==> src/rtl/cfg_load_pkg.sv <==
package cfg_load_pkg;

  typedef enum logic [2:0] {
    CLS_COEF,
    CLS_CFG,
    CLS_BIAS,
    CLS_RSL,
    CLS_FLAG,
    CLS_LUT,
    CLS_NONE
  } cls_e;

  // classes whose burst ends in one staged commit
  function automatic logic cls_commits(cls_e c);
    return (c == CLS_COEF) || (c == CLS_CFG) || (c == CLS_BIAS) ||
           (c == CLS_RSL)  || (c == CLS_FLAG);
  endfunction

endpackage

==> src/rtl/cfg_addr_decode.sv <==
module cfg_addr_decode #(
  parameter int WORD_W = 16
) (
  input  logic [WORD_W-1:0]  addr_i,
  output cfg_load_pkg::cls_e cls_o
);
  import cfg_load_pkg::*;

  logic [7:0]        hi_byte;
  logic [WORD_W-5:0] hi_bits;

  assign hi_byte = addr_i[WORD_W-1 -: 8];
  assign hi_bits = addr_i[WORD_W-1:4];

  always_comb begin
    cls_o = CLS_NONE;
    if (hi_bits == '0)                      cls_o = CLS_COEF;
    else if (hi_bits == (WORD_W-4)'('h020)) cls_o = CLS_CFG;
    else begin
      case (hi_byte)
        8'h09, 8'h0B: cls_o = CLS_BIAS;
        8'h0C:        cls_o = CLS_RSL;
        8'h0D:        cls_o = CLS_FLAG;
        8'h0E:        cls_o = CLS_LUT;
        default:      cls_o = CLS_NONE;
      endcase
    end
  end
endmodule

==> src/rtl/cfg_burst_seq.sv <==
module cfg_burst_seq #(
  parameter int WORD_W     = 16,
  parameter int COEF_WORDS = 10,
  parameter int RSL_WORDS  = 4,
  parameter int LUT_DEPTH  = 1024,
  parameter int CNT_W      = 10
) (
  input  logic               clk,
  input  logic               rst_n,
  input  logic               take_i,
  input  logic [WORD_W-1:0]  word_i,
  input  cfg_load_pkg::cls_e cls_dec_i,
  output logic               acc_addr_o,
  output logic               acc_data_o,
  output logic               last_o,
  output cfg_load_pkg::cls_e cls_o,
  output logic [WORD_W-1:0]  addr_o,
  output logic [CNT_W-1:0]   cnt_o
);
  import cfg_load_pkg::*;

  logic              in_data_q, in_data_n;
  cls_e              cls_q;
  logic [WORD_W-1:0] addr_q;
  logic [CNT_W-1:0]  cnt_q, cnt_n, len_m1;
  logic              cnt_en;

  always_comb begin
    case (cls_q)
      CLS_COEF: len_m1 = CNT_W'(COEF_WORDS - 1);
      CLS_RSL:  len_m1 = CNT_W'(RSL_WORDS - 1);
      CLS_FLAG: len_m1 = CNT_W'(1);
      CLS_LUT:  len_m1 = CNT_W'(LUT_DEPTH - 1);
      default:  len_m1 = '0;
    endcase
  end

  assign acc_addr_o = take_i & ~in_data_q;
  assign acc_data_o = take_i &  in_data_q;
  assign last_o     = acc_data_o & (cnt_q == len_m1);
  assign cnt_en     = acc_addr_o | acc_data_o;

  always_comb begin
    in_data_n = in_data_q;
    if (acc_addr_o)  in_data_n = 1'b1;
    else if (last_o) in_data_n = 1'b0;
    cnt_n = acc_addr_o ? '0 : cnt_q + CNT_W'(1);
  end

  always_ff @(posedge clk or negedge rst_n) begin
    if (!rst_n) begin
      in_data_q <= 1'b0;
      cls_q     <= CLS_NONE;
      addr_q    <= '0;
      cnt_q     <= '0;
    end else begin
      if (take_i)     in_data_q <= in_data_n;
      if (cnt_en)     cnt_q     <= cnt_n;
      if (acc_addr_o) begin
        cls_q  <= cls_dec_i;
        addr_q <= word_i;
      end
    end
  end

  assign cls_o  = cls_q;
  assign addr_o = addr_q;
  assign cnt_o  = cnt_q;
endmodule

==> src/rtl/cfg_stage_commit.sv <==
module cfg_stage_commit #(
  parameter int WORD_W     = 16,
  parameter int COEF_WORDS = 10,
  parameter int LUT_DEPTH  = 1024,
  parameter int FLAG_W     = 20,
  parameter int CNT_W      = 10,
  localparam int DATA_W    = WORD_W * COEF_WORDS,
  localparam int LUT_AW    = $clog2(LUT_DEPTH),
  localparam int FLAG_HI   = FLAG_W - WORD_W
) (
  input  logic               clk,
  input  logic               rst_n,
  input  logic               clr_i,
  input  logic               acc_data_i,
  input  logic               last_i,
  input  cfg_load_pkg::cls_e cls_i,
  input  logic [WORD_W-1:0]  addr_i,
  input  logic [CNT_W-1:0]   cnt_i,
  input  logic [WORD_W-1:0]  word_i,
  output logic               wr_en_o,
  output logic [WORD_W-1:0]  wr_addr_o,
  output logic [DATA_W-1:0]  wr_data_o,
  output logic               lut_we_o,
  output logic [LUT_AW-1:0]  lut_idx_o,
  output logic [WORD_W-1:0]  lut_data_o
);
  import cfg_load_pkg::*;

  logic [WORD_W-1:0] stg_q [COEF_WORDS];
  logic [WORD_W-1:0] stg_n [COEF_WORDS];
  logic              stg_wr, commit, lut_wr;
  logic [DATA_W-1:0] data_n;

  assign stg_wr = acc_data_i && (cls_i != CLS_LUT) && (cnt_i < CNT_W'(COEF_WORDS));
  assign commit = acc_data_i && last_i && cls_commits(cls_i);
  assign lut_wr = acc_data_i && (cls_i == CLS_LUT);

  for (genvar g = 0; g < COEF_WORDS; g++) begin : g_stage
    logic hit;
    assign hit = stg_wr && (cnt_i == CNT_W'(g));
    always_comb begin
      if (clr_i)    stg_n[g] = '0;
      else if (hit) stg_n[g] = word_i;
      else          stg_n[g] = stg_q[g];
    end
    always_ff @(posedge clk or negedge rst_n) begin
      if (!rst_n)            stg_q[g] <= '0;
      else if (clr_i || hit) stg_q[g] <= stg_n[g];
    end
  end

  // assembly of the commit word includes the word accepted this cycle
  always_comb begin
    data_n = '0;
    if (cls_i == CLS_FLAG) begin
      data_n[WORD_W-1:0]       = stg_n[0];
      data_n[WORD_W +: FLAG_HI] = stg_n[1][FLAG_HI-1:0];
    end else begin
      for (int k = 0; k < COEF_WORDS; k++) data_n[k*WORD_W +: WORD_W] = stg_n[k];
    end
  end

  always_ff @(posedge clk or negedge rst_n) begin
    if (!rst_n) begin
      wr_en_o    <= 1'b0;
      wr_addr_o  <= '0;
      wr_data_o  <= '0;
      lut_we_o   <= 1'b0;
      lut_idx_o  <= '0;
      lut_data_o <= '0;
    end else begin
      wr_en_o  <= commit;
      lut_we_o <= lut_wr;
      if (commit) begin
        wr_addr_o <= addr_i;
        wr_data_o <= data_n;
      end
      if (lut_wr) begin
        lut_idx_o  <= cnt_i[LUT_AW-1:0];
        lut_data_o <= word_i;
      end
    end
  end
endmodule

==> src/rtl/cfg_burst_loader.sv <==
module cfg_burst_loader #(
  parameter int WORD_W     = 16,
  parameter int COEF_WORDS = 10,
  parameter int RSL_WORDS  = 4,
  parameter int LUT_DEPTH  = 1024,
  parameter int FLAG_W     = 20,
  localparam int DATA_W    = WORD_W * COEF_WORDS,
  localparam int LUT_AW    = $clog2(LUT_DEPTH),
  localparam int STG_CW    = $clog2(COEF_WORDS),
  localparam int CNT_W     = (LUT_AW > STG_CW) ? LUT_AW : STG_CW
) (
  input  logic              clk,
  input  logic              rst_n,
  input  logic              hold_i,
  input  logic [WORD_W-1:0] word_i,
  output logic              wr_en_o,
  output logic [WORD_W-1:0] wr_addr_o,
  output logic [DATA_W-1:0] wr_data_o,
  output logic              lut_we_o,
  output logic [LUT_AW-1:0] lut_idx_o,
  output logic [WORD_W-1:0] lut_data_o
);
  import cfg_load_pkg::*;

  cls_e              cls_dec, cls_cur;
  logic              acc_addr, acc_data, last_word;
  logic [WORD_W-1:0] addr_cur;
  logic [CNT_W-1:0]  cnt_cur;

  cfg_addr_decode #(.WORD_W(WORD_W)) u_dec (
    .addr_i (word_i),
    .cls_o  (cls_dec)
  );

  cfg_burst_seq #(
    .WORD_W(WORD_W), .COEF_WORDS(COEF_WORDS), .RSL_WORDS(RSL_WORDS),
    .LUT_DEPTH(LUT_DEPTH), .CNT_W(CNT_W)
  ) u_seq (
    .clk        (clk),
    .rst_n      (rst_n),
    .take_i     (~hold_i),
    .word_i     (word_i),
    .cls_dec_i  (cls_dec),
    .acc_addr_o (acc_addr),
    .acc_data_o (acc_data),
    .last_o     (last_word),
    .cls_o      (cls_cur),
    .addr_o     (addr_cur),
    .cnt_o      (cnt_cur)
  );

  cfg_stage_commit #(
    .WORD_W(WORD_W), .COEF_WORDS(COEF_WORDS), .LUT_DEPTH(LUT_DEPTH),
    .FLAG_W(FLAG_W), .CNT_W(CNT_W)
  ) u_stg (
    .clk        (clk),
    .rst_n      (rst_n),
    .clr_i      (acc_addr),
    .acc_data_i (acc_data),
    .last_i     (last_word),
    .cls_i      (cls_cur),
    .addr_i     (addr_cur),
    .cnt_i      (cnt_cur),
    .word_i     (word_i),
    .wr_en_o    (wr_en_o),
    .wr_addr_o  (wr_addr_o),
    .wr_data_o  (wr_data_o),
    .lut_we_o   (lut_we_o),
    .lut_idx_o  (lut_idx_o),
    .lut_data_o (lut_data_o)
  );
endmodule

==> config.mk <==
export PLATFORM = sky130hd
export DESIGN_NAME = cfg_burst_loader
export DESIGN_NICKNAME = d
export VERILOG_FILES = /design/src/rtl/cfg_load_pkg.sv /design/src/rtl/cfg_addr_decode.sv /design/src/rtl/cfg_burst_seq.sv /design/src/rtl/cfg_stage_commit.sv /design/src/rtl/cfg_burst_loader.sv
export SDC_FILE = /design/constraint.sdc
export NUM_CORES = 1
export LEC_CHECK = 0
export BUFFER_PORTS_ARGS = -buffer_cell sky130_fd_sc_hd__buf_2
export CORE_ASPECT_RATIO = 1.4
export CORE_MARGIN = 4
export CORE_UTILIZATION = 35
export DETAILED_ROUTE_END_ITERATION = 8
export MAX_ROUTING_LAYER = met4
export PLACE_DENSITY_LB_ADDON = 0.25
export SLEW_MARGIN = 20
export SYNTH_ARGS = -nofsm -noshare
export SYNTH_HDL_FRONTEND = slang
export SYNTH_SLANG_ARGS = --single-unit
==> constraint.sdc <==
create_clock -name clk -period 2.95 [get_ports clk]
set_clock_uncertainty 0.1 [all_clocks]
set_input_delay 0.59 -clock clk [delete_from_list [all_inputs] [get_ports clk]]
set_output_delay 0.59 -clock clk [all_outputs]
set_load 0.005 [all_outputs]
Yosys cells after proc, flatten, opt, wreduce, memory -nomap -nowiden
Cells that the tools add are included.

operators by class
  eq/ne operators = 22
  bitwise gates (word level) = 6
  multiply operators = 0
  shift-type cells = 0
  $lt $le $gt $ge = 1
  reductions and logical operators = 35
  divide/modulo/power cells = 0
  multiplexer cells = 28
  $add $sub $neg = 1

operator list
  cell                                                                    count
  16-bit two-way mux                                                      20
  140-bit two-way mux                                                     1
  10-bit by 3-bit == test with 1-bit output (second input constant)       4
  8-bit by 4-bit == test with 1-bit output (second input constant)        5
  10-bit one-hot mux with 4 select lines                                  1
  10-bit by 2-bit == test with 1-bit output (second input constant)       2
  10-bit by 4-bit == test with 1-bit output (second input constant)       2
  1-bit logical AND                                                       15
  1-bit logical OR                                                        14
  12-bit by 6-bit == test with 1-bit output (second input constant)       1
  12-bit zero test                                                        1
  3-bit one-hot mux with 4 select lines                                   1
  10-bit by 1-bit adder with 10-bit output (second input constant)        1
  10-bit by 1-bit == test with 1-bit output (second input constant)       1
  10-bit == test                                                          1
  10-bit zero test                                                        1
  10-bit by 4-bit < comparator with 1-bit output (second input constant)  1
  10-bit two-way mux                                                      1
  3-bit by 2-bit == test with 1-bit output (second input constant)        2
  3-bit == test (second input constant)                                   2
  3-bit two-way mux                                                       2
  1-bit bitwise AND                                                       3
  3-bit by 1-bit == test with 1-bit output (second input constant)        1
  3-bit zero test                                                         1
  other kinds (7)                                                         9

storage, ports and cells
  bits in read-only memories = 0
  flip-flop bits (word level) = 394
  word-level logic and storage cells = 113
  input bits = 19
  memories kept = 0
  output and inout bits = 204
  bits in latches = 0
  bits in writable memories = 0

Longest topological paths before layout
Gate-level depths: netlist (run 1).

  word-level depth = 8
  depth in mapped cells = 10
  mapped depth without buffers = 7

Cells and area by module
Synthesis (run 1) repeated with hierarchy kept, for this count alone.

unflattened totals
  cell total of the unflattened synthesis = 1,328
  area total of the unflattened synthesis = 15,518.6 µm²

modules (own cells, without submodules)
  module            instances  area each (µm²)  cells an instance
  cfg_stage_commit  1          14,041.0         1,200
  cfg_burst_seq     1          1,370.1          116
  cfg_addr_decode   1          103.8            11
  cfg_burst_loader  1          3.8              1

Worst setup path after synthesis (run 1)
OpenSTA, ideal clock, no wires.

  path type = input-to-reg
  from = in hold_i
  to = reg u_stg.wr_data_o[76]
  required time = 2,725 ps
  setup slack = 680 ps
  library setup time = 125 ps
  stages = 7
  data arrival time = 2,045 ps
  path through = nor4b_4 -> buf_6 -> nand4_4 -> buf_2 -> mux2i_1 -> nor2_1 -> mux2_4

between the ends
  word-level cells in the longest chain between the ends = 8
  elaborated cells on any way between the ends = 12
  those cells by class = mux: 3; bitwise: 4; reduce/logical: 5

ends and longest elaborated chain
  item                                 RTL line                RTL
  start: declaration                   cfg_burst_loader.sv:14  input logic hold_i,
  1-bit inverter (no source line) (*)  --
  1-bit bitwise AND                    cfg_burst_seq.sv:39     assign acc_data_o = take_i & in_data_q;
  1-bit logical AND (2 in series)      cfg_stage_commit.sv:34  assign stg_wr = acc_data_i && (cls_i != CLS_LUT) && (cnt_i < CNT_W'(COEF_WORDS));
  1-bit logical AND                    cfg_stage_commit.sv:40  assign hit = stg_wr && (cnt_i == CNT_W'(g));
  16-bit two-way mux                   cfg_stage_commit.sv:43  else if (hit) stg_n[g] = word_i;
  16-bit two-way mux                   cfg_stage_commit.sv:42  if (clr_i) stg_n[g] = '0;
  140-bit two-way mux                  cfg_stage_commit.sv:55  if (cls_i == CLS_FLAG) begin
  end signal: assignment               cfg_stage_commit.sv:76  wr_data_o <= data_n;
  end: declaration                     cfg_stage_commit.sv:22  output logic [DATA_W-1:0] wr_data_o,

Mark *: on every way between the ends. The rest lies on a longest branch, timed or not.
A chain may end at the register's enable or synchronous reset.

Final worst setup path (run 1)
  from = reg u_seq.cnt_q[1] (netlist: u_seq.cnt_o[1])
  to = reg u_stg.wr_data_o[79]

between the ends
  word-level cells in the longest chain between the ends = 6
  elaborated cells on any way between the ends = 11
  those cells by class = order compare: 1; eq/ne: 2; mux: 3; bitwise: 1; reduce/logical: 4

ends and longest elaborated chain
  item                                            RTL line                RTL
  start: declaration                              cfg_burst_seq.sv:25     logic [CNT_W-1:0] cnt_q, cnt_n, len_m1;
  start signal: assignment                        cfg_burst_seq.sv:58     if (cnt_en) cnt_q <= cnt_n;
  10-bit by 4-bit < comparator with 1-bit output  cfg_stage_commit.sv:34
  1-bit logical AND                               cfg_stage_commit.sv:34
  1-bit logical AND                               cfg_stage_commit.sv:40
  16-bit two-way mux                              cfg_stage_commit.sv:43
  16-bit two-way mux                              cfg_stage_commit.sv:42
  140-bit two-way mux                             cfg_stage_commit.sv:55

Several ways; a longest one is shown, not always the timed one.

==> impl_metrics.yaml, run 1 <==
logic_synthesis:
  syn-instance-count: 1284
  ys_types: 53
  synth-warning-count: 0
  synthTopCellsByArea: "dfrtp_1, mux2i_1, a22o_1"
  syn_area_um2: 16060
  yosysMostFrequentCell: "dfrtp_1"
  yosys.area.top_type: "dfrtp_1"
  synth-xor-area-share_pct: 0.3817
  synthTopCellsByCount: "dfrtp_1, nor2_1, nand2_1"
  yosys.area_share.simple_pct: 11.07
  async_reset_ff_share_pct: 100.0
  yosysSeqAreaShare_pct: 61.40
  ys_ff_latch: 394
  synth_edf_count: 0
  synth_ff_type: "dfrtp_1"
  synth_nets: 1307
  synth-compound-area-share_pct: 7.525
  synthAdderAreaFrac_pct: 0.3116
  avgSynthCellArea_um2: 12.51
  yosysTopAreaCellShare_pct: 61.07
  synth_top_family_by_area: "multiplexers"
  synthMuxAreaShare_pct: 15.65
critical_path:
  ff2ff_setup_slack_ns: 0.21
  cp.required_ns: 3.28
  crit_type: "flop to flop"
  cp-end-kind: "flop"
  r2r-start: "u_seq.cnt_o[1]$_DFFE_PN0P_"
  crit_path_start_kind: "flop"
  r2r_end: "u_stg.wr_data_o[79]$_DFFE_PN0P_"
  crit_fanout: 38
  arrival_ns: 3.07
  rr_worst_depth: 6
timing:
  fin_ws_ns: 0.2095
  setup_violations: 0
  tns_ns: 0
  period_share_pct: 92.90
  period_needed_ns: 2.741
  max_slew.worst_pin.slew_ns: 0.6182
  worst_hold_slack_ns: 0.3731
  grt_setup_unrepaired: "no"
  max_freq_mhz: 364.9
  final-hold-violation-count: 0
  relSlewSlack_pct: 58.79
  drv_slew: 0
worst_hold_path:
  min_from: "u_seq.addr_o[8]$_DFFE_PN0P_"
  min_delay_path_depth: 2
  holdPathEnd: "u_seq.addr_o[8]$_DFFE_PN0P_"
  worstHoldPathType: "flop to flop"
placement:
  pre_cts_slack_ns: 0.2522
  placed_cell_area_um2: 17940
  dp.final_hpwl_um: 29200
  dp_cells: 2061
  place_congestion: 0.7983
  portBuffers: 222
cts:
  cts_tree: "done"
  htreeDepth: 2
  cts_setup_buffers: 0
  cts_hold_buf: 1
  numClockSinks: 394
  cts_made_buffers: 41
  clockBufferDepth: 3
  cts_resized: 0
  path_clk_slew_ns: 0.06
  cts-root-buf: "clkbuf_16"
  clock_latency_ns: 0.54
floorplanning:
  fp-row-count: 92
  core_area_um2: 45240
  boundaryPins: 223
  die_w_um: 189.1
  die_h_um: 261.5
  die_area_um2: 49430
  start_util_pct: 35.50
drt:
  wl_per_cell_um: 21.90
  first_pass_iters: 5
  via_per_inst: 5.009
  postRouteAntennaNets: 0
  drc_errors: 0
  wirelength_um: 46810
  vias: 10710
  drtIter0Drc: 628
global_routing:
  grt_start_max_net_pins: 92
  antenna_found_initial: 1
  grt_usage_pct: 19.43
  grt_overflow: 0
  grt_pass1_vias: 11140
  grt_pass1_wl_um: 71640
layout:
  utilization_pct: 42.63
  drive_gt1_share_pct: 30.60
  syn_to_final_growth_pct: 20.07
  final_area_um2: 19290
  fin_cells: 2138
  fillers: 4247
  fin_nets: 1517
power_and_ir_drop:
  leakagePower_nw: 10.98
  ir_drop_mv: 0.3473
  p_total_mw: 12.54
  p_per_area_nw_per_um2: 650.4
run_status:
  status: "finished clean"
flow_run:
  cap_violations: 0
## layout make-up
type	instances	area [um^2]	area share, %
Clock buffer	64	1265	6.559
Clock inverter	11	72.57	0.3763
Multi-Input combinational cell	780	5639	29.24
Timing Repair Buffer	272	1662	8.616
Tap cell	611	764.5	3.964
Antenna cell	1	2.502	0.01298
Sequential cell	394	9862	51.14
Inverter	5	18.77	0.09731
## report_power, final
| group | switching (mW) | internal [mW] | leakage (nW) |
|---|---|---|---|
| registers | 0.277 | 5.87 | 5.43 |
| clock network | 2.15 | 2.96 | 0.662 |
| logic | 0.819 | 0.472 | 4.89 |
## cell families after synthesis
logic type,count (synthesis)
xor gates and xnor gates,7
adders and majority gates,4
buffers and inverters,110
and+or+nand+nor,383
DFF,394
AOI/OAI and AO/OA,165
muxes,221
## worst max-delay path by stage
| stage | start | cells past startpoint | slack, ns | to |
|---|---|---|---|---|
| 2_1_floorplan | hold_i | 7 | 0.68 | u_stg.wr_data_o[76]$_DFFE_PN0P_ |
| 3_3_place_gp | u_seq.cls_o[1]$_DFFE_PN1P_ | 6 | 0.31 | u_stg.wr_addr_o[11]$_DFFE_PN0P_ |
| 3_5_place_dp | u_seq.cnt_o[1]$_DFFE_PN0P_ | 6 | 0.25 | u_stg.wr_addr_o[12]$_DFFE_PN0P_ |
| 4_1_cts | u_seq.cnt_o[1]$_DFFE_PN0P_ | 6 | 0.24 | u_stg.wr_addr_o[9]$_DFFE_PN0P_ |
| 5_1_grt | u_seq.cnt_o[1]$_DFFE_PN0P_ | 6 | 0.11 | u_stg.wr_addr_o[9]$_DFFE_PN0P_ |
| 6_report | u_seq.cnt_o[1]$_DFFE_PN0P_ | 6 | 0.21 | u_stg.wr_data_o[79]$_DFFE_PN0P_ |
## routing by layer
layer | vias up | GRT usage (%) | wire [um]
met5 | - | - | 0
met2 | 270 | 32.20 | 23580
met1 | 5555 | 25.10 | 20070
met3 | 63 | 2.373 | 1853
met4 | 0 | 6.197 | 1304
li1 | 4821 | - | -
## placed cells by master, fill, tap and decap left out, types with 2 or more instances in the layout
master,n
and4b_1,2
inv_6,2
clkinv_4,2
buf_2,221
nor3b_1,5
clkinv_2,6
dfrtp_1,392
mux2_4,44
mux2i_1,112
dfstp_2,2
xor2_1,4
ha_1,4
and3b_1,4
nand3_1,5
mux2_2,64
nand4_4,6
nand4_1,3
clkbuf_8,11
or4_1,2
nor2_1,166
o21ai_0,8
clkbuf_16,43
and3_1,6
nand2_1,154
buf_4,36
nand2b_1,2
a22o_1,94
nor3_1,5
buf_12,13
nand4_2,2
and4_1,4
nor2_4,2
o31ai_1,2
xnor2_1,3
inv_1,5
clkbuf_1,10
a21oi_1,53
nor4_1,2
and4bb_2,2
## flip-flops by register name, indices dropped and copies added, names as in the netlist, 3 cells and up
| signal | flops |
|---|---|
| u_stg.wr_addr_o | 16 |
| u_seq.cnt_o | 10 |
| u_stg.lut_idx_o | 10 |
| u_seq.addr_o | 16 |
| u_stg.wr_data_o | 160 |
| u_stg.lut_data_o | 16 |
| u_stg.stg_q | 160 |
| u_seq.cls_o | 3 |
## critical path, stage by stage (launching register included)
cell	delay [ns]
dfrtp_1	0.56
and4b_1	0.31
o31ai_1	0.25
o21ai_1	0.21
nand4_4	0.21
buf_4	0.53
mux2_2	0.41
No activity file was read; power rests on OpenSTA's default activity.
==> inputs of run 2 (changes only) <==
Clock period 2.95 ns to 3.5 ns, I/O delays scaled along.
==> impl_metrics.yaml, run 2 (synthesis results as in run 1) <==
timing:
  max_slew.worst_pin.slew_ns: 0.7063
  max_freq_mhz: 331.3
  final-hold-violation-count: 0
  period_needed_ns: 3.018
  period_share_pct: 86.24
  setup_violations: 0
  relSlewSlack_pct: 52.92
  tns_ns: 0
  drv_slew: 0
  grt_setup_unrepaired: "no"
cts:
  numClockSinks: 394
  path_clk_slew_ns: 0.07
  cts-root-buf: "clkbuf_16"
  clockBufferDepth: 3
  cts_made_buffers: 40
  htreeDepth: 2
  cts_tree: "done"
  cts_resized: 0
  cts_hold_buf: 0
  cts_setup_buffers: 0
  clock_latency_ns: 0.53
layout:
  largestRegisters: "u_stg.stg_q (160), u_stg.wr_data_o (160)"
  drive_gt1_share_pct: 30.23
  fin_nets: 1511
  syn_to_final_growth_pct: 19.54
  mostFrequentLayoutCells: "dfrtp_1, buf_2, nor2_1"
  layout_commonest_cell: "dfrtp_1"
critical_path:
  crit_fanout: 22
  arrival_ns: 3.33
  rr_worst_depth: 7
  cp-end-kind: "flop"
  crit_type: "flop to flop"
  cp.required_ns: 3.81
  crit_end: "u_stg.wr_data_o[90]$_DFFE_PN0P_"
  r2r_end: "u_stg.wr_data_o[90]$_DFFE_PN0P_"
  ff2ff_setup_slack_ns: 0.48
  startpoint: "u_seq.cnt_o[3]$_DFFE_PN0P_"
  r2r-start: "u_seq.cnt_o[3]$_DFFE_PN0P_"
  crit_path_start_kind: "flop"
global_routing:
  grt_start_max_net_pins: 104
  antenna_found_initial: 1
  grt.busiest_layer: "met2"
  grt.met2_usage_pct: 31.77
  globalRouteMet1Util_pct: 24.62
  use_met3_pct: 2.333
  grt_usage_pct: 19.07
  grt_overflow: 0
  grt_pass1_wl_um: 70440
  grt_pass1_vias: 10960
drt:
  vias: 10600
  via_per_inst: 4.982
  postRouteAntennaNets: 0
  drc_errors: 0
  first_pass_iters: 5
  wirelength_um: 46260
  drtIter0Drc: 596
  wl_per_cell_um: 21.75
floorplanning:
  die_area_um2: 49430
  die_h_um: 261.5
  die_w_um: 189.1
  core_area_um2: 45240
  boundaryPins: 223
  start_util_pct: 35.50
  fp-row-count: 92
power_and_ir_drop:
  ir_drop_mv: 0.4511
  leakagePower_nw: 10.94
  p_per_area_nw_per_um2: 554.1
  p_total_mw: 10.64
run_status:
  status: "finished clean"
placement:
  portBuffers: 222
  place_congestion: 0.7675
  dp.final_hpwl_um: 28830
worst_hold_path:
  worstHoldPathType: "primary input to asynchronous set/reset pin"
flow_run:
  cap_violations: 0
-- run 2: cell types whose count changed in the layout (fill, tap and decap cells not counted), moves of 2 or more --
cell and delta:
clkbuf_16 -2, buf_12 -3, bufinv_16 +5, inv_6 -2
clkbuf_8 -6
-- run 2: area by class of cell --
| type | count | area [um^2] |
|---|---|---|
| Clock buffer | 55 | 1129 |
| Clock inverter | 14 | 201.4 |
| Fill cell | 4271 | 26040 |
| Timing Repair Buffer | 267 | 1584 |
| Tap cell | 611 | 764.5 |
| Multi-Input combinational cell | 780 | 5639 |
| Inverter | 5 | 18.77 |
| Antenna cell | 1 | 2.502 |
| Sequential cell | 394 | 9862 |
-- run 2: where the power goes --
part / switching (mW) / total, mW / internal, mW
Clock: 1.76 / 4.39 / 2.62
Sequential: 0.251 / 5.20 / 4.94
Combinational: 0.671 / 1.06 / 0.387
-- run 2: per-layer routing --
metal / routed length [um] / part of all wire (%) / vias to the layer above
li1: - / - / 4811
met1: 19890 / 43 / 5456
met2: 23440 / 51 / 261
met3: 1702 / 3.7 / 68
met4: 1232 / 2.7 / 0
met5: 0 / 0 / -
-- run 2: worst max-delay path, cell delays in order, from the launching register on --
cell	delay, ns
dfrtp_1	0.80
nor4b_1	0.30
a311oi_1	0.08
o21ai_1	0.34
nand4_4	0.44
buf_4	0.33
buf_4	0.17
mux2_4	0.30
-- run 2: worst min path at each step --
stage          depth (start not counted)  slack [ns]                   startpoint                               to
2_1_floorplan                          0        0.30                        rst_n      u_seq.addr_o[0]$_DFFE_PN0P_
3_3_place_gp                           2        0.35  u_seq.addr_o[8]$_DFFE_PN0P_      u_seq.addr_o[8]$_DFFE_PN0P_
3_5_place_dp                           2        0.36  u_seq.addr_o[6]$_DFFE_PN0P_      u_seq.addr_o[6]$_DFFE_PN0P_
4_1_cts                                1        0.09                        rst_n      u_stg.stg_q[36]$_DFFE_PN0P_
5_1_grt                                1        0.09                        rst_n  u_stg.wr_data_o[45]$_DFFE_PN0P_
6_report                               1        0.06                        rst_n  u_stg.wr_data_o[45]$_DFFE_PN0P_
-- run 2: stage by stage --
stage	hold WS, ns	cell area (um^2)	setup slack (ns)	instances	util (%)
floorplan	0.3044	16060	1.120	1284	-
global placement	0.3545	17870	0.5906	2057	39.50
detailed placement	0.3599	17870	0.5127	2057	39.50
CTS	0.08569	19200	0.4867	2126	42.44
global route	0.08561	19200	0.2763	2127	42.44
finish	0.05662	19200	0.4817	2127	42.44
==> inputs of run 3 (changes only) <==
Settings changed: BUFFER_PORTS_ARGS -buffer_cell sky130_fd_sc_hd__buf_2 to unset, DONT_BUFFER_PORTS set to 1.
==> impl_metrics.yaml, run 3 (synthesis results as in run 1) <==
run_status:
  status: "finished, violations left"
  violations: "negative hold slack"
drt:
  wl_per_cell_um: 24.11
  postRouteAntennaNets: 0
  first_pass_iters: 6
  vias: 9830
  via_per_inst: 5.212
  drc_errors: 0
  wirelength_um: 45470
  drtIter0Drc: 690
flow_run:
  cap_violations: 0
cts:
  clock_latency_ns: 0.53
  cts_resized: 0
  cts-root-buf: "clkbuf_16"
  cts_tree: "done"
  cts_setup_buffers: 0
  htreeDepth: 2
  cts_made_buffers: 40
  clockBufferDepth: 3
  path_clk_slew_ns: 0.06
  numClockSinks: 394
timing:
  max_freq_mhz: 347.1
  relSlewSlack_pct: 3.433
  drv_slew: 0
  tns_ns: 0
  final-hold-violation-count: 197
  grt_setup_unrepaired: "no"
  max_slew.worst_pin.slew_ns: 1.448
  period_needed_ns: 2.881
  period_share_pct: 82.32
  worst_hold_slack_ns: -0.2241
  setup_violations: 0
critical_path:
  arrival_ns: 3.19
  r2r_end: "u_stg.wr_data_o[133]$_DFFE_PN0P_"
  r2r-start: "u_seq.cnt_o[1]$_DFFE_PN0P_"
  crit_fanout: 16
  crit_end: "u_stg.wr_data_o[133]$_DFFE_PN0P_"
  ff2ff_setup_slack_ns: 0.62
  cp-end-kind: "flop"
  startpoint: "u_seq.cnt_o[1]$_DFFE_PN0P_"
  rr_worst_depth: 7
  crit_type: "flop to flop"
  cp.required_ns: 3.81
  crit_path_start_kind: "flop"
layout:
  largestRegisters: "u_stg.stg_q (160), u_stg.wr_data_o (160)"
  antenna_cells: 0
  layout_commonest_cell: "dfrtp_1"
  fillers: 4312
  drive_gt1_share_pct: 17.10
  utilization_pct: 39.49
  mostFrequentLayoutCells: "dfrtp_1, nor2_1, nand2_1"
  fin_nets: 1267
  syn_to_final_growth_pct: 11.22
global_routing:
  grt_pass1_wl_um: 68170
  globalRouteMet1Util_pct: 23.10
  antenna_found_initial: 0
  grt_usage_pct: 18.62
  use_met3_pct: 3.813
  grt_start_max_net_pins: 395
  grt.met2_usage_pct: 31.03
  grt_pass1_vias: 10010
  grt_overflow: 0
  grt.busiest_layer: "met2"
worst_hold_path:
  worstHoldPathType: "primary input to asynchronous set/reset pin"
floorplanning:
  die_h_um: 261.5
  core_area_um2: 45240
  fp-row-count: 92
  boundaryPins: 223
  start_util_pct: 35.50
  die_w_um: 189.1
  die_area_um2: 49430
power_and_ir_drop:
  ir_drop_mv: 0.3852
  p_per_area_nw_per_um2: 570.5
  p_total_mw: 10.19
  leakagePower_nw: 9.598
placement:
  dp.final_hpwl_um: 27020
  place_congestion: 0.7894
  portBuffers: 0
==> run 3: changes by cell type in the layout (fill, tap and decap cells not counted) <==
cell and delta:
buf_12 -1, buf_4 -21, clkinv_4 -1, bufinv_16 -4, buf_8 -1, buf_2 -221, inv_6 +2, clkbuf_8 +4
clkinv_2 +1, clkinvlp_4 +2, diode_2 -1
==> run 3: where the power goes <==
part	switching (mW)	internal, mW	leakage (nW)
logic	0.441	0.328	3.53
registers	0.270	4.94	5.43
clock network	1.78	2.43	0.636
total	2.49	7.70	9.60
==> run 3: metal layers <==
| layer | part of all wire (%) | up-vias |
|---|---|---|
| li1 | - | 4334 |
| met5 | 0 | - |
| met1 | 42 | 5165 |
| met3 | 5.3 | 74 |
| met4 | 2.9 | 0 |
| met2 | 50 | 257 |
==> run 3: worst min-delay path by stage <==
stage | start | slack [ns] | depth (start not counted) | to
4_1_cts | rst_n | -0.26 | 0 | u_stg.wr_data_o[30]$_DFFE_PN0P_
6_report | rst_n | -0.22 | 0 | u_stg.wr_data_o[30]$_DFFE_PN0P_
3_3_place_gp | rst_n | 0.33 | 0 | u_stg.wr_data_o[30]$_DFFE_PN0P_
3_5_place_dp | rst_n | 0.33 | 0 | u_stg.wr_data_o[30]$_DFFE_PN0P_
2_1_floorplan | rst_n | 0.30 | 0 | u_seq.addr_o[0]$_DFFE_PN0P_
5_1_grt | rst_n | -0.25 | 0 | u_stg.wr_data_o[30]$_DFFE_PN0P_
==> run 3: cell type report <==
cell class / instances / area [um^2] / area share (%)
flip-flops and latches: 394 / 9862 / 55.21
multi-input cells: 780 / 5639 / 31.57
clock buffers: 59 / 1184 / 6.626
well taps: 611 / 764.5 / 4.280
repair buffers: 23 / 285.3 / 1.597
clock inverters: 14 / 110.1 / 0.6164
inverters: 5 / 18.77 / 0.1051
==> run 3: worst max-delay path, stage by stage, from the launching register on <==
cell and delay [ns]:
dfrtp_1 0.55, inv_1 0.16, ha_1 0.19, and4bb_2 0.24, nand4_2 0.66, mux2i_1 0.45, a211oi_1 0.09, mux2_2 0.31
==> run 3: stage by stage <==
stage | instances | setup WS [ns] | area (um^2)
2_1_floorplan | 1284 | 1.120 | 16060
6_report | 1886 | 0.6189 | 17860
3_3_place_gp | 1813 | 0.6751 | 16570
5_1_grt | 1886 | 0.3997 | 17860
4_1_cts | 1886 | 0.5583 | 17860
3_5_place_dp | 1813 | 0.5827 | 16570
